`src/rtl/plru4_pkg.sv`:
```
package plru4_pkg;

  typedef logic [1:0] way_t;

  // cd chooses between ways 2/3, ab between 0/1, root between the pairs
  typedef struct packed {
    logic cd;
    logic ab;
    logic root;
  } tree_t;

  localparam way_t WAY_A = 2'd0;
  localparam way_t WAY_B = 2'd1;
  localparam way_t WAY_C = 2'd2;
  localparam way_t WAY_D = 2'd3;

endpackage

```
`src/rtl/plru4_rst_sync.sv`:
```
module plru4_rst_sync #(
  parameter int STAGES = 2
) (
  input  logic clk,
  input  logic rst_n_i,
  output logic rst_n_o
);

  logic [STAGES-1:0] sync_q;
  logic [STAGES-1:0] sync_d;

  always_comb begin
    sync_d = {sync_q[STAGES-2:0], 1'b1};
  end

  always_ff @(posedge clk or negedge rst_n_i) begin
    if (!rst_n_i) sync_q <= '0;
    else          sync_q <= sync_d;
  end

  assign rst_n_o = sync_q[STAGES-1];

endmodule

```
`src/rtl/plru4_tree_next.sv`:
```
module plru4_tree_next
  import plru4_pkg::*;
(
  input  tree_t cur,
  input  way_t  way,
  output tree_t nxt
);

  always_comb begin
    nxt = cur;
    unique case (way)
      WAY_A: begin nxt.ab = 1'b1; nxt.root = 1'b1; end
      WAY_B: begin nxt.ab = 1'b0; nxt.root = 1'b1; end
      WAY_C: begin nxt.cd = 1'b1; nxt.root = 1'b0; end
      WAY_D: begin nxt.cd = 1'b0; nxt.root = 1'b0; end
      default: nxt = cur;
    endcase
  end

endmodule

```
`src/rtl/plru4_tree_victim.sv`:
```
module plru4_tree_victim
  import plru4_pkg::*;
(
  input  tree_t cur,
  output way_t  victim
);

  always_comb begin
    if (cur.root) victim = cur.cd ? WAY_D : WAY_C;
    else          victim = cur.ab ? WAY_B : WAY_A;
  end

endmodule

```
`src/rtl/plru4_set_bank.sv`:
```
module plru4_set_bank
  import plru4_pkg::*;
#(
  parameter int NUM_SETS = 16,
  localparam int SET_W = $clog2(NUM_SETS)
) (
  input  logic             clk,
  input  logic             rst_n,
  input  logic             wr_en,
  input  logic [SET_W-1:0] wr_set,
  input  tree_t            wr_bits,
  input  logic [SET_W-1:0] rd_a_set,
  output tree_t            rd_a_bits,
  input  logic [SET_W-1:0] rd_b_set,
  output tree_t            rd_b_bits
);

  tree_t bits_q [NUM_SETS];
  tree_t bits_d [NUM_SETS];

  for (genvar s = 0; s < NUM_SETS; s++) begin : g_set
    logic set_en;

    always_comb begin
      set_en    = wr_en && (wr_set == SET_W'(s));
      bits_d[s] = set_en ? wr_bits : bits_q[s];
    end

    always_ff @(posedge clk or negedge rst_n) begin
      if (!rst_n) bits_q[s] <= '0;
      else        bits_q[s] <= bits_d[s];
    end
  end

  always_comb begin
    rd_a_bits = '0;
    rd_b_bits = '0;
    if (int'(rd_a_set) < NUM_SETS) rd_a_bits = bits_q[rd_a_set];
    if (int'(rd_b_set) < NUM_SETS) rd_b_bits = bits_q[rd_b_set];
  end

endmodule

```
`src/rtl/plru4_tracker.sv`:
```
module plru4_tracker
  import plru4_pkg::*;
#(
  parameter int NUM_SETS = 16,
  localparam int SET_W = $clog2(NUM_SETS)
) (
  input  logic             clk,
  input  logic             rst_n,
  input  logic             upd_valid,
  input  logic [SET_W-1:0] upd_set,
  input  logic [1:0]       upd_way,
  input  logic [SET_W-1:0] qry_set,
  output logic [1:0]       victim_way
);

  logic  rst_sync_n;
  tree_t qry_bits;
  tree_t upd_cur;
  tree_t upd_nxt;
  way_t  victim_w;

  plru4_rst_sync #(.STAGES(2)) u_rst (
    .clk     (clk),
    .rst_n_i (rst_n),
    .rst_n_o (rst_sync_n)
  );

  plru4_set_bank #(.NUM_SETS(NUM_SETS)) u_bank (
    .clk       (clk),
    .rst_n     (rst_sync_n),
    .wr_en     (upd_valid),
    .wr_set    (upd_set),
    .wr_bits   (upd_nxt),
    .rd_a_set  (qry_set),
    .rd_a_bits (qry_bits),
    .rd_b_set  (upd_set),
    .rd_b_bits (upd_cur)
  );

  plru4_tree_next u_next (
    .cur (upd_cur),
    .way (way_t'(upd_way)),
    .nxt (upd_nxt)
  );

  plru4_tree_victim u_victim (
    .cur    (qry_bits),
    .victim (victim_w)
  );

  assign victim_way = victim_w;

endmodule

```
`config.mk`:
```
export PLATFORM = sky130hd
export DESIGN_NAME = plru4_tracker
export DESIGN_NICKNAME = d
export VERILOG_FILES = /design/src/rtl/plru4_pkg.sv /design/src/rtl/plru4_rst_sync.sv /design/src/rtl/plru4_tree_next.sv /design/src/rtl/plru4_tree_victim.sv /design/src/rtl/plru4_set_bank.sv /design/src/rtl/plru4_tracker.sv
export SDC_FILE = /design/constraint.sdc
export NUM_CORES = 1
export LEC_CHECK = 0
export BUFFER_PORTS_ARGS = -buffer_cell sky130_fd_sc_hd__buf_2
export CAP_MARGIN = 20
export CORE_ASPECT_RATIO = 0.75
export CORE_UTILIZATION = 45
export DETAILED_ROUTE_END_ITERATION = 7
export GPL_TIMING_DRIVEN = 0
export PLACE_DENSITY = 0.59
export REMOVE_ABC_BUFFERS = 1
export SYNTH_ARGS = -nofsm -noshare
export SYNTH_HDL_FRONTEND = slang
export SYNTH_SLANG_ARGS = --single-unit
```
`constraint.sdc`:
```
create_clock -name clk -period 5.95 [get_ports clk]
set_clock_uncertainty 0.15 [all_clocks]
set_input_delay 1.19 -clock clk [delete_from_list [all_inputs] [get_ports clk]]
set_output_delay 1.19 -clock clk [all_outputs]
set_load 0.05 [all_outputs]
```
==> flow_metrics.py <==
metrics = {
    "status": {
        "run_status": "finished clean",
    },
    "power_and_ir_drop": {
        "power.density_mw_per_mm2": 341,
        "p_switching_mw": 0.294,
        "swShare": 0.300,
        "power_frac_comb": 0.256,
        "ir_worst_vdd_uv": 177,
        "p_leak_nw": 1.28,
        "p_clk_frac": 0.242,
        "internal_power_mw": 0.685,
        "p_seq_frac": 0.502,
    },
    "floorplan": {
        "fp-row-count": 23,
        "die_area_sq_mm": 0.00621,
        "start_util": 0.483,
        "fp.coreArea_sq_mm": 0.00550,
        "dieHeight_um": 68.5,
        "pin_count": 15,
        "die_x_um": 90.7,
    },
    "drt": {
        "drc": 0,
        "first_pass_iters": 4,
        "wl_per_cell_um": 21.8,
        "via_per_inst": 5.94,
        "vias": 1656,
        "wl_mm": 6.08,
        "drt_iter0_drc": 82,
        "postRouteAntennaNets": 0,
    },
    "worst_setup_path": {
        "worstSetupEndpointType": "primary output",
        "cp_cell_sequence": "buf_2, mux4_2, mux2i_1, mux2_2, mux4_2, buf_2",
        "critical_path_class": "input pin to primary output",
        "crit_buf_inv": 2,
        "cp_slowest_cell": "mux4_2",
        "critPathMaxFanout": 12,
        "worstPathArrival_ps": 3470,
        "cp_slowest_stage_delay_ps": 570,
        "crit_required_ps": 4610,
        "start_kind": "input pin",
        "cp_top_family": "multiplexers",
    },
    "sta": {
        "timing.hold.ws_ps": 89.7,
        "fmax_ghz": 0.208,
        "min_period_over_period": 0.809,
        "final.min_clock_period_ps": 4810,
        "final_hold_viol_count": 0,
        "finalMaxSlewViolations": 0,
        "slew_headroom": 0.452,
        "grt_setup_unrepaired": "no",
        "tightest_slew_ps": 822,
        "fin_tns_setup_ps": 0,
        "setup_violations": 0,
    },
    "cts": {
        "numCtsBuffers": 5,
        "clk-insertion-delay-late_ps": 310,
        "cts_setup_buffers": 0,
        "clk_pin_slew_ps": 90,
        "cts-htree-levels": 2,
        "cts_root_buffer": "clkbuf_8",
        "cts_resized": 0,
        "max-clock-path-buffers": 2,
        "cts_sinks": 50,
        "ctsHoldBuffers": 0,
        "tritoncts": "built",
    },
    "finish": {
        "finalNetCount": 216,
        "final_area_sq_mm": 0.00287,
        "layout-drive-gt1-share": 0.373,
        "diodes": 0,
        "area_growth_pct": 8.35,
        "final_cells": 279,
    },
    "grt": {
        "grt_pass1_wl_mm": 9.76,
        "busiest_layer": "met2",
        "grt.overflow.total": 0,
        "use_met3": 0.0384,
        "gr-usage-met2": 0.366,
        "grt_pass1_vias": 1769,
        "antenna_found_initial": 0,
        "grt.total_usage": 0.220,
        "grt_max_degree": 29,
        "met1_usage": 0.292,
    },
    "logic_synthesis": {
        "synth_top_area_cell": "dfrtp_1",
        "yosysSeqAreaShare": 0.472,
        "synth_top_area_share": 0.472,
        "ys.flop_type": "dfrtp_1",
        "syn_area_sq_mm": 0.00265,
        "synth_cells": 192,
        "synthTopCellsByArea": "dfrtp_1 (47%), mux2_2 (14%), mux4_2 (11%)",
        "yosysMostFrequentCell": "dfrtp_1",
        "synth-edff-count": 0,
        "synth_warnings": 0,
        "synth.distinct_cells": 29,
        "ys_ff_latch": 50,
        "ys_top_cells_by_count": "dfrtp_1 (50), mux2_2 (33), nand2_1 (17)",
        "synthArstFlopShare": 1.00,
        "syn_area_per_cell_sq_um": 13.8,
    },
    "worst_hold_path": {
        "hold_path.class": "flip-flop to async pin",
    },
    "place": {
        "hpwl_mm": 4.51,
        "placedCellCount": 271,
        "placed_area_sq_mm": 0.00277,
        "gp_congestion": 0.867,
        "port_buffers": 14,
    },
    "job": {
        "drv_cap": 0,
    },
}
cells by family after synthesis:
family / Yosys count / share of synthesized area
muxes: 64 / 0.372
DFF: 50 / 0.472
and+or+nand+nor: 47 / 0.0835
AOI/OAI and AO/OA: 19 / 0.0443
buffers and inverters: 11 / 0.0274
other: 1 / 0.00141
flip-flops by register name (all words and copies together), names as in the netlist:
signal,count
u_rst.sync_q,2
u_bank.bits_q,48
power by group through the flow:
stage          combinational, mW  clock, mW  sequential (mW)
2_1_floorplan              0.195          0            0.463
3_3_place_gp               0.238          0            0.495
3_5_place_dp               0.253          0            0.498
4_1_cts                    0.254      0.244            0.491
5_1_grt                    0.271      0.256            0.500
6_report                   0.250      0.237            0.491
path summary, 6_finish.rpt:
| path | startpoint | end | slack, ps | cells after the start |
|---|---|---|---|---|
| max | qry_set[2] | victim_way[0] | 1140 | 6 |
| min | u_rst.sync_q[1]$_DFF_PN0_ | u_bank.bits_q[40]$_DFFE_PN0P_ | 90 | 0 |
| max reg2reg | u_bank.bits_q[28]$_DFFE_PN0P_ | u_bank.bits_q[7]$_DFFE_PN0P_ | 3730 | 4 |
| min reg2reg | u_rst.sync_q[1]$_DFF_PN0_ | u_bank.bits_q[40]$_DFFE_PN0P_ | 90 | 0 |
| max in group asynchronous | rst_n | u_rst.sync_q[1]$_DFF_PN0_ | 5050 | 1 |
| min in group clk | u_rst.sync_q[0]$_DFF_PN0_ | u_rst.sync_q[1]$_DFF_PN0_ | 250 | 0 |
layout by cell type (no fill, tap or decap), types with 2 or more instances in the layout:
cell type  instances
nand2_1           17
mux4_1             8
o21ai_0           10
clkinv_2           2
buf_2             14
mux2_2            33
or2_2              2
nand3_1            3
nand2b_1           5
clkbuf_8           5
nor2_1            13
mux4_2            13
o221ai_2           2
mux2i_1            6
a21oi_1            6
dfrtp_1           49
mux2_1             2
final cells by class:
cell class / count / area (sq um)
Multi-Input combinational cell: 131 / 1330
Tap cell: 75 / 93.8
Sequential cell: 50 / 1250
Timing Repair Buffer: 15 / 90.1
Clock buffer: 5 / 68.8
Fill cell: 462 / 2620
Clock inverter: 3 / 40.0
stage by stage:
| step | util | setup slack, ps | total power, mW |
|---|---|---|---|
| 3_3_place_gp | 0.499 | 1150 | 0.733 |
| 3_5_place_dp | 0.503 | 1110 | 0.751 |
| 6_report | 0.523 | 1140 | 0.979 |
| 2_1_floorplan | - | 1730 | 0.657 |
| 5_1_grt | 0.523 | 1080 | 1.03 |
| 4_1_cts | 0.523 | 1120 | 0.989 |
metal layers:
| metal | share of wire | wire length [um] | vias to the layer above |
|---|---|---|---|
| li1 | - | - | 739 |
| met1 | 0.46 | 2820 | 865 |
| met2 | 0.48 | 2910 | 37 |
| met3 | 0.035 | 214 | 15 |
| met4 | 0.022 | 131 | 0 |
| met5 | 0 | 0 | - |
Power figures use the tool's default switching activity.
